**src/rtl/msi_scan_pkg.sv**
```systemverilog
package msi_scan_pkg;

    typedef enum logic [2:0] {
        ST_IDLE,
        ST_RD_SUM,
        ST_PICK,
        ST_RD_IDX,
        ST_EMIT
    } scan_st_e;

endpackage

```
**src/rtl/msi_ffs.sv**
```systemverilog
// Lowest-set-bit finder for a W-bit word.
module msi_ffs #(
    parameter int W  = 16,
    parameter int IW = 4
) (
    input  logic [W-1:0]  vec_i,
    output logic          found_o,
    output logic [IW-1:0] pos_o
);

    always_comb begin
        found_o = |vec_i;
        pos_o   = '0;
        for (int i = W - 1; i >= 0; i--) begin
            if (vec_i[i]) begin
                pos_o = IW'(i);
            end
        end
    end

endmodule

```
**src/rtl/msi_vec_map.sv**
```systemverilog
// Builds the raw vector number and folds it to its canonical alias.
module msi_vec_map #(
    parameter int IDX_W = 3,
    parameter int BIT_W = 4,
    parameter int GRP_W = 4,
    parameter int KL_W  = 3,
    parameter int VEC_W = 11
) (
    input  logic [IDX_W-1:0] idx_i,
    input  logic [BIT_W-1:0] bit_i,
    input  logic [GRP_W-1:0] grp_i,
    input  logic [KL_W-1:0]  kl_i,
    output logic [VEC_W-1:0] vec_o
);

    localparam int BIT_N = 1 << BIT_W;
    localparam int GRP_N = 1 << GRP_W;

    logic [VEC_W-1:0] raw;
    logic [VEC_W-1:0] low_mask;

    always_comb begin
        raw      = ((VEC_W'(idx_i) * VEC_W'(BIT_N) + VEC_W'(bit_i)) * VEC_W'(GRP_N))
                   + VEC_W'(grp_i);
        low_mask = (VEC_W'(1) << kl_i) - VEC_W'(1);
        vec_o    = raw & ~low_mask;
    end

endmodule

```
**src/rtl/msi_scan.sv**
```systemverilog
module msi_scan
    import msi_scan_pkg::*;
#(
    parameter  int IDX_N         = 8,
    parameter  int BIT_N         = 16,
    parameter  int GRP_N         = 16,
    parameter  int CORE_LOG2_MAX = 4,
    localparam int IDX_W         = $clog2(IDX_N),
    localparam int BIT_W         = $clog2(BIT_N),
    localparam int GRP_W         = $clog2(GRP_N),
    localparam int KL_W          = $clog2(CORE_LOG2_MAX + 1),
    localparam int VEC_W         = IDX_W + BIT_W + GRP_W
) (
    input  logic             clk_i,
    input  logic             rst_ni,
    input  logic             start_i,
    input  logic [GRP_W-1:0] grp_i,
    input  logic [KL_W-1:0]  core_log2_i,
    output logic             busy_o,
    output logic             done_o,
    output logic             rd_req_o,
    output logic             rd_sum_o,
    output logic [IDX_W-1:0] rd_idx_o,
    input  logic             rd_ack_i,
    input  logic [BIT_N-1:0] rd_data_i,
    output logic             vec_valid_o,
    input  logic             vec_ready_i,
    output logic [VEC_W-1:0] vec_o
);

    typedef struct packed {
        scan_st_e         st;
        logic [IDX_N-1:0] sum;
        logic [IDX_W-1:0] idx;
        logic [BIT_N-1:0] bits;
        logic [GRP_W-1:0] grp;
        logic [KL_W-1:0]  kl;
        logic             done;
    } scan_regs_t;

    localparam scan_regs_t RST_VAL = '0;

    scan_regs_t q, d;

    logic             sum_found;
    logic [IDX_W-1:0] sum_pos;
    logic             bit_found;
    logic [BIT_W-1:0] bit_pos;
    logic [GRP_W-1:0] grp_cur;
    logic [KL_W-1:0]  kl_cur;
    logic [KL_W-1:0]  kl_clamp;

    assign grp_cur  = q.grp;
    assign kl_cur   = q.kl;
    assign kl_clamp = (core_log2_i > KL_W'(CORE_LOG2_MAX)) ? KL_W'(CORE_LOG2_MAX) : core_log2_i;

    msi_ffs #(.W(IDX_N), .IW(IDX_W)) u_sum_ffs (
        .vec_i   (q.sum),
        .found_o (sum_found),
        .pos_o   (sum_pos)
    );

    msi_ffs #(.W(BIT_N), .IW(BIT_W)) u_bit_ffs (
        .vec_i   (q.bits),
        .found_o (bit_found),
        .pos_o   (bit_pos)
    );

    msi_vec_map #(
        .IDX_W (IDX_W),
        .BIT_W (BIT_W),
        .GRP_W (GRP_W),
        .KL_W  (KL_W),
        .VEC_W (VEC_W)
    ) u_map (
        .idx_i (q.idx),
        .bit_i (bit_pos),
        .grp_i (grp_cur),
        .kl_i  (kl_cur),
        .vec_o (vec_o)
    );

    always_comb begin
        d      = q;
        d.done = 1'b0;
        case (q.st)
            ST_IDLE: begin
                if (start_i) begin
                    d.st  = ST_RD_SUM;
                    d.grp = grp_i;
                    d.kl  = kl_clamp;
                end
            end
            ST_RD_SUM: begin
                if (rd_ack_i) begin
                    d.sum = rd_data_i[IDX_N-1:0];
                    if (rd_data_i[IDX_N-1:0] == '0) begin
                        d.st   = ST_IDLE;
                        d.done = 1'b1;
                    end else begin
                        d.st = ST_PICK;
                    end
                end
            end
            ST_PICK: begin
                if (sum_found) begin
                    d.idx = sum_pos;
                    d.sum = q.sum & ~(IDX_N'(1) << sum_pos);
                    d.st  = ST_RD_IDX;
                end else begin
                    d.st = ST_RD_SUM;
                end
            end
            ST_RD_IDX: begin
                if (rd_ack_i) begin
                    d.bits = rd_data_i;
                    d.st   = ST_EMIT;
                end
            end
            ST_EMIT: begin
                if (!bit_found) begin
                    d.st = ST_PICK;
                end else if (vec_ready_i) begin
                    d.bits = q.bits & ~(BIT_N'(1) << bit_pos);
                end
            end
            default: d = RST_VAL;
        endcase
    end

    always_ff @(posedge clk_i or negedge rst_ni) begin
        if (!rst_ni) begin
            q <= RST_VAL;
        end else begin
            q <= d;
        end
    end

    assign busy_o      = (q.st != ST_IDLE);
    assign done_o      = q.done;
    assign rd_req_o    = (q.st == ST_RD_SUM) || (q.st == ST_RD_IDX);
    assign rd_sum_o    = (q.st == ST_RD_SUM);
    assign rd_idx_o    = q.idx;
    assign vec_valid_o = (q.st == ST_EMIT) && bit_found;

endmodule

```
**config.mk**
```make
export PLATFORM = sky130hd
export DESIGN_NAME = msi_scan
export DESIGN_NICKNAME = d
export VERILOG_FILES = /design/src/rtl/msi_scan_pkg.sv /design/src/rtl/msi_ffs.sv /design/src/rtl/msi_vec_map.sv /design/src/rtl/msi_scan.sv
export SDC_FILE = /design/constraint.sdc
export NUM_CORES = 1
export LEC_CHECK = 0
export ABC_AREA = 1
export BUFFER_PORTS_ARGS = -buffer_cell sky130_fd_sc_hd__buf_4
export CORE_ASPECT_RATIO = 1.5
export CORE_MARGIN = 2
export CORE_UTILIZATION = 30
export DETAILED_ROUTE_END_ITERATION = 10
export GPL_ROUTABILITY_DRIVEN = 0
export PLACE_DENSITY = 0.53
export REMOVE_ABC_BUFFERS = 1
export SYNTH_ARGS = -nofsm -noshare
export SYNTH_HDL_FRONTEND = slang
export SYNTH_SLANG_ARGS = --single-unit
```
**constraint.sdc**
```tcl
create_clock -name clk_i -period 1.9 [get_ports clk_i]
set_input_delay 0.095 -clock clk_i [delete_from_list [all_inputs] [get_ports clk_i]]
set_output_delay 0.095 -clock clk_i [all_outputs]
set_load 0.01 [all_outputs]
```
**Word level (Yosys, flattened, before mapping)**

Cells that the tools add are included.

- Memories kept: 0
- Logic and storage cells: 95
- Memory bits (writable): 0
- Output and inout bits: 19
- Bits in read-only memories: 0
- Bits in latches: 0
- Flip-flop bits (word level): 38

- $lt $le $gt $ge: 1
- Add/sub/neg operators: 3
- Eq/ne operators: 11
- Reduce and logical (&&, ||, !) cells: 16
- Divide/modulo/power cells: 0
- Bitwise logic cells: 10
- Shift-type cells: 3
- Multiply operators: 0
- Multiplexer cells: 44

Operators with widths:

| operator | number |
|---|---|
| $mux 4 | 16 |
| $mux 16 | 3 |
| $pmux 16 s3 | 1 |
| $mux 3 | 12 |
| $pmux 8 s3 | 1 |
| $mux 11 | 2 |
| $and 16x16->16 | 1 |
| $not 16->16 | 1 |
| $reduce_or 16->1 | 1 |
| $shl 1x4->16 const A | 1 |
| $pmux 3 s5 | 1 |
| $pmux 7 s2 | 1 |
| $ne 2x2->1 const B | 6 |
| $add 11x4->11 | 1 |
| $and 11x11->11 | 1 |
| $not 11->11 | 1 |
| $shl 1x3->11 const A | 1 |
| $sub 11x2->11 const B | 1 |
| $and 8x8->8 | 1 |
| $logic_not 8->1 | 1 |
| $not 8->8 | 1 |
| $reduce_and 4->1 | 2 |
| $reduce_or 4->1 | 2 |
| $reduce_or 8->1 | 1 |
| 19 further kinds | 28 |

**Depth between registers and ports, before layout**

- Word-level depth: 22
- Gate-level depth with buffers: 20
- Depth with buffers taken out: 20

**By module**

From an unflattened synthesis, not the netlist that was laid out.

- Cell total of the unflattened synthesis: 399
- Area, all modules: 2618.8 um2

By module, submodules not included:

| module | cells an instance | area each (um2) | times used |
|---|---|---|---|
| msi_scan | 287 | 2083.2 | 1 |
| msi_vec_map | 41 | 227.7 | 1 |
| msi_ffs at u_bit_ffs | 49 | 209.0 | 1 |
| msi_ffs at u_sum_ffs | 22 | 98.8 | 1 |

**Least setup slack after synthesis**

OpenSTA, ideal clock, no wires.

- Kind: reg-to-output
- Start: register q, in the netlist kl_cur[1]
- End: output port vec_o[4]
- Path buffers: 0
- Path slack: 192 ps
- Arrival: 1613 ps
- Cell stages (with the launch flop): 7
- Data required time: 1805 ps
- Cell sequence: dfrtp_1 nor2_1 nand2_1 ha_1 xor2_1 nor2_1 a311oi_1

- Word-level cells in the longest chain between the ends: 4

Ends and longest elaborated chain:

| what | RTL line | RTL |
|---|---|---|
| start: declaration | msi_scan.sv:43 | `scan_regs_t q, d;` |
| start signal: assignment | msi_scan.sv:133 | `q <= RST_VAL;` |
| start signal: assignment | msi_scan.sv:135 | `q <= d;` |
| $shl 1x3->11 | msi_vec_map.sv:25 | `low_mask = (VEC_W'(1) << kl_i) - VEC_W'(1);` |
| $sub 11x2->11 | msi_vec_map.sv:25 |  |
| $not 11->11 | msi_vec_map.sv:26 | `vec_o = raw & ~low_mask;` |
| $and 11x11->11 | msi_vec_map.sv:26 |  |
| end: declaration | msi_scan.sv:28 | `output logic [VEC_W-1:0] vec_o` |

Every way passes these cells.

**Final worst setup path**

- Start: register q[22] (netlist bit)
- End: output port vec_o[4]

- Word-level cells in the longest chain between the ends: 18

Ends and longest elaborated chain:

| what | RTL line | RTL |
|---|---|---|
| $mux 4 (15 in a row) | msi_ffs.sv:15 | `if (vec_i[i]) begin` |
| $add 7x4->7 | msi_vec_map.sv:23 | `raw = ((VEC_W'(idx_i) * VEC_W'(BIT_N) + VEC_W'(bit_i)) * VEC_W'(GRP_N))` |
| $add 11x4->11 | msi_vec_map.sv:24 | `+ VEC_W'(grp_i);` |
| $and 11x11->11 | msi_vec_map.sv:26 |  |

Every way passes these cells.

==> flow_metrics.env <==
export IMPL_worst_setup_hold_path_clk_slew_ns=0.06
export IMPL_final_max_slew_violation_count=0
export IMPL_vias_per_instance=4.88
export IMPL_design_portCount=47
export IMPL_clock_latency_ns=0.28
export IMPL_drive_gt1_frac=0.312
export IMPL_synth_simple_area_share=0.281
export IMPL_ctsLongestPathBuffers=2
export IMPL_synth_seq_cells=38
export IMPL_failed_checks="setup timing"
export IMPL_drt_iter0_markers=130
export IMPL_worst_slack_ns=-0.122
export IMPL_synthXorXnorAreaFrac=0.00354
export IMPL_tritoncts="yes"
export IMPL_cp_start_kind="flop"
export IMPL_cp_arrival_ns=1.93
export IMPL_final_setup_viol_count=11
export IMPL_timing_reg2reg_setup_slack_ns=-0.10
export IMPL_layout_cells_most_common="sky130_fd_sc_hd__buf_4"
export IMPL_worstSetupEndpointType="primary output"
export IMPL_grt_first_pass_wirelength_mm=11.7
export IMPL_tightestPinTransition_ns=0.526
export IMPL_area_sequential_um2=951
export IMPL_drt_wl_total_mm=7.31
export IMPL_antenna_found_initial=0
export IMPL_maxCapViolCount=0
export IMPL_sequentialPowerShare=0.234
export IMPL_vias_in_the_first_global_route=2483
export IMPL_most_common_layout_cells="sky130_fd_sc_hd__buf_4, sky130_fd_sc_hd__nand2_1, sky130_fd_sc_hd__inv_1"
export IMPL_dominant_combinational_cell_family_by_area_after_synthesis="simple AND/OR/NAND/NOR gates"
export IMPL_synth_warnings=0
export IMPL_worstSetupStartpoint="q[22]"
export IMPL_sinks_on_the_clock_net=38
export IMPL_numCtsBuffers=5
export IMPL_switchingPower_uw=2810
export IMPL_power_switching_fraction=0.464
export IMPL_fp_dieW_um=78.2
export IMPL_holdWs_ns=0.0472
export IMPL_status="complete, but fails checks"
export IMPL_hold_path_startpoint="grp_i[1]"
export IMPL_globalRouteOverflowTotal=0
export IMPL_maximum_clock_rate_mhz=494
export IMPL_final_min_clock_period_ns=2.02
export IMPL_holdPathStages=3
export IMPL_class_of_the_most_critical_setup_path="flop to primary output"
export IMPL_synth_area_per_cell_um2=7.32
export IMPL_die_height_um=115
export IMPL_power_frac_clock=0.134
export IMPL_path_max_fanout=2
export IMPL_antenna_diode_count=0
export IMPL_synth_compound_gate_area_share=0.203
export IMPL_worst_path_required_ns=1.80
export IMPL_final_util=0.419
export IMPL_design_internal_power_uw=3250
export IMPL_dp_hpwl_mm=5.51
export IMPL_ys_seq_area_frac=0.384
export IMPL_fill_cells=853
export IMPL_root_buffer="sky130_fd_sc_hd__clkbuf_16"
export IMPL_p_total_uw=6050
export IMPL_clock_skew_ns=0.00273
export IMPL_crit_reg2reg_capture="q[21]"
export IMPL_r2r_start="q[22]"
export IMPL_rsz0062_at_grt="yes"
export IMPL_vias=2512
export IMPL_design_final_nets=439
export IMPL_syn_area_um2=2470
export IMPL_gr_usage_all_layers=0.165
export IMPL_initial_core_utilization=0.309
export IMPL_p_leak_uw=0.00167
export IMPL_power_share_combinational=0.632
export IMPL_hold_path_endpoint="grp_cur[1]"
export IMPL_distinct_cell_type_count_of_the_synthesized_netlist=36
export IMPL_drt_pre_antenna_iters=5
export IMPL_multi_input_comb_area_um2=1290
export IMPL_average_detailed_routed_wire_length_per_instance_um=14.2
export IMPL_cts_htree_levels=2
export IMPL_post_route_drc_count=0
export IMPL_cell_pwr_density_nw_per_um2=1800
export IMPL_core_area_um2=8010
export IMPL_synth_adder_area_share=0.00506
export IMPL_ir_drop_mv=0.717
export IMPL_area_growth_synth_to_final_pct=35.5
export IMPL_die_area_um2=9010
export IMPL_ant_nets=0
export IMPL_timing_final_hold_violations=0
export IMPL_largest_net_degree_at_the_start_of_global_routing=39
export IMPL_worst_slew_margin_rel=0.650
export IMPL_synthCells=338
export IMPL_worstRegToRegCells=20
export IMPL_min_period_over_period=1.06
export IMPL_floorplan_rows=40
export IMPL_port_buffers=46
export IMPL_proportion_of_synthesized_area_in_mux_cells=0
export IMPL_holdCritPathClass="input pin to flop"
## critical path, cell delays in order, from the launching register on
cell	delay [ns]
sky130_fd_sc_hd__dfrtp_1	0.39
sky130_fd_sc_hd__inv_2	0.06
sky130_fd_sc_hd__nand2_1	0.04
sky130_fd_sc_hd__nand2_1	0.05
sky130_fd_sc_hd__nand2_1	0.05
sky130_fd_sc_hd__nand2_1	0.05
sky130_fd_sc_hd__nand2_1	0.04
sky130_fd_sc_hd__nand2_1	0.05
sky130_fd_sc_hd__nand2_1	0.05
sky130_fd_sc_hd__nand2_1	0.06
sky130_fd_sc_hd__nand2_1	0.05
sky130_fd_sc_hd__nand2_1	0.05
sky130_fd_sc_hd__nand2_1	0.06
sky130_fd_sc_hd__nand2_2	0.10
sky130_fd_sc_hd__nand2_4	0.07
sky130_fd_sc_hd__nand2_4	0.08
sky130_fd_sc_hd__nand2_4	0.05
sky130_fd_sc_hd__a311oi_2	0.20
sky130_fd_sc_hd__buf_4	0.16
## how the worst max path moves through the flow
stage / to / slack, ns / depth (start not counted)
after floorplan: q[8] / 0.07 / 9
after CTS: vec_o[4] / -0.17 / 18
after global placement: q[15] / 0.05 / 8
after global routing: vec_o[4] / -0.28 / 18
after detailed placement: q[15] / 0.02 / 8
final: vec_o[4] / -0.12 / 18
## cells by family (layout without fill, tap and decap cells)
kind of cell    count (synthesis)  in the layout
compound gates                 79             79
xor+xnor                        1              1
fa+ha+maj                       1              1
buf+inv                        73            145
flops                          38             38
simple gates                  146            146
## timing repair
item	CTS	global route
resized for setup	6	24
setup endpoints to repair	3	28
pin swaps	3	16
hold buffers	1	0
buffers inserted	7	6
hold endpoints to repair	38	0
## registers in the layout (all words and copies together) (netlist names)
signal	flops
grp_cur	4
rd_idx_o	3
kl_cur	3
q	27
done_o	1
## power groups by stage
stage | clock [uW] | combinational (uW) | sequential, uW
5_1_grt | 851 | 4220 | 1460
6_report | 808 | 3830 | 1420
3_3_place_gp | 0 | 3240 | 1400
3_5_place_dp | 0 | 3250 | 1410
2_1_floorplan | 0 | 2070 | 1380
4_1_cts | 828 | 3520 | 1410
## cell type report
cell class,count,area share
flip-flops and latches,38,0.283
clock buffers,5,0.0373
repair buffers,75,0.181
well taps,105,0.0392
multi-input cells,227,0.385
inverters,63,0.0705
clock inverters,2,0.00298
## Yosys cell counts, drive strengths merged
library cell / instances / area share
buf: 7 / 0.023
inv: 63 / 0.096
nor4: 5 / 0.013
o21bai: 3 / 0.0091
o22ai: 3 / 0.0076
a21boi: 3 / 0.0091
a211oi: 1 / 0.0030
a31oi: 1 / 0.0086
a32o: 2 / 0.0081
a22oi: 4 / 0.020
dfrtp: 38 / 0.38
ha: 1 / 0.0051
o21ai: 26 / 0.054
or2: 1 / 0.0025
nand4: 12 / 0.030
nor3: 7 / 0.016
clkbuf: 3 / 0.0045
a21oi: 31 / 0.067
o211ai: 4 / 0.012
a311oi: 1 / 0.0035
nand3: 24 / 0.051
nor2: 32 / 0.065
xor2: 1 / 0.0035
nand2: 65 / 0.10
## layer usage
| metal | global-route usage | share of wire | vias up |
|---|---|---|---|
| met5 | 0 | 0 | - |
| met3 | 0.0212 | 0.024 | 16 |
| li1 | - | - | 1259 |
| met1 | 0.182 | 0.40 | 1184 |
| met2 | 0.314 | 0.55 | 53 |
| met4 | 0.0725 | 0.025 | 0 |
## stage by stage
step / TNS, ns / setup slack (ns) / instance area [um2] / cells
after floorplan: 0 / 0.0716 / 2410 / 328
after global placement: 0 / 0.0490 / 3020 / 495
after detailed placement: 0 / 0.0203 / 3020 / 495
after CTS: -0.327 / -0.172 / 3240 / 510
after global routing: -2.38 / -0.284 / 3350 / 515
final: -0.730 / -0.122 / 3350 / 515
(Power assumes the default switching activity.)
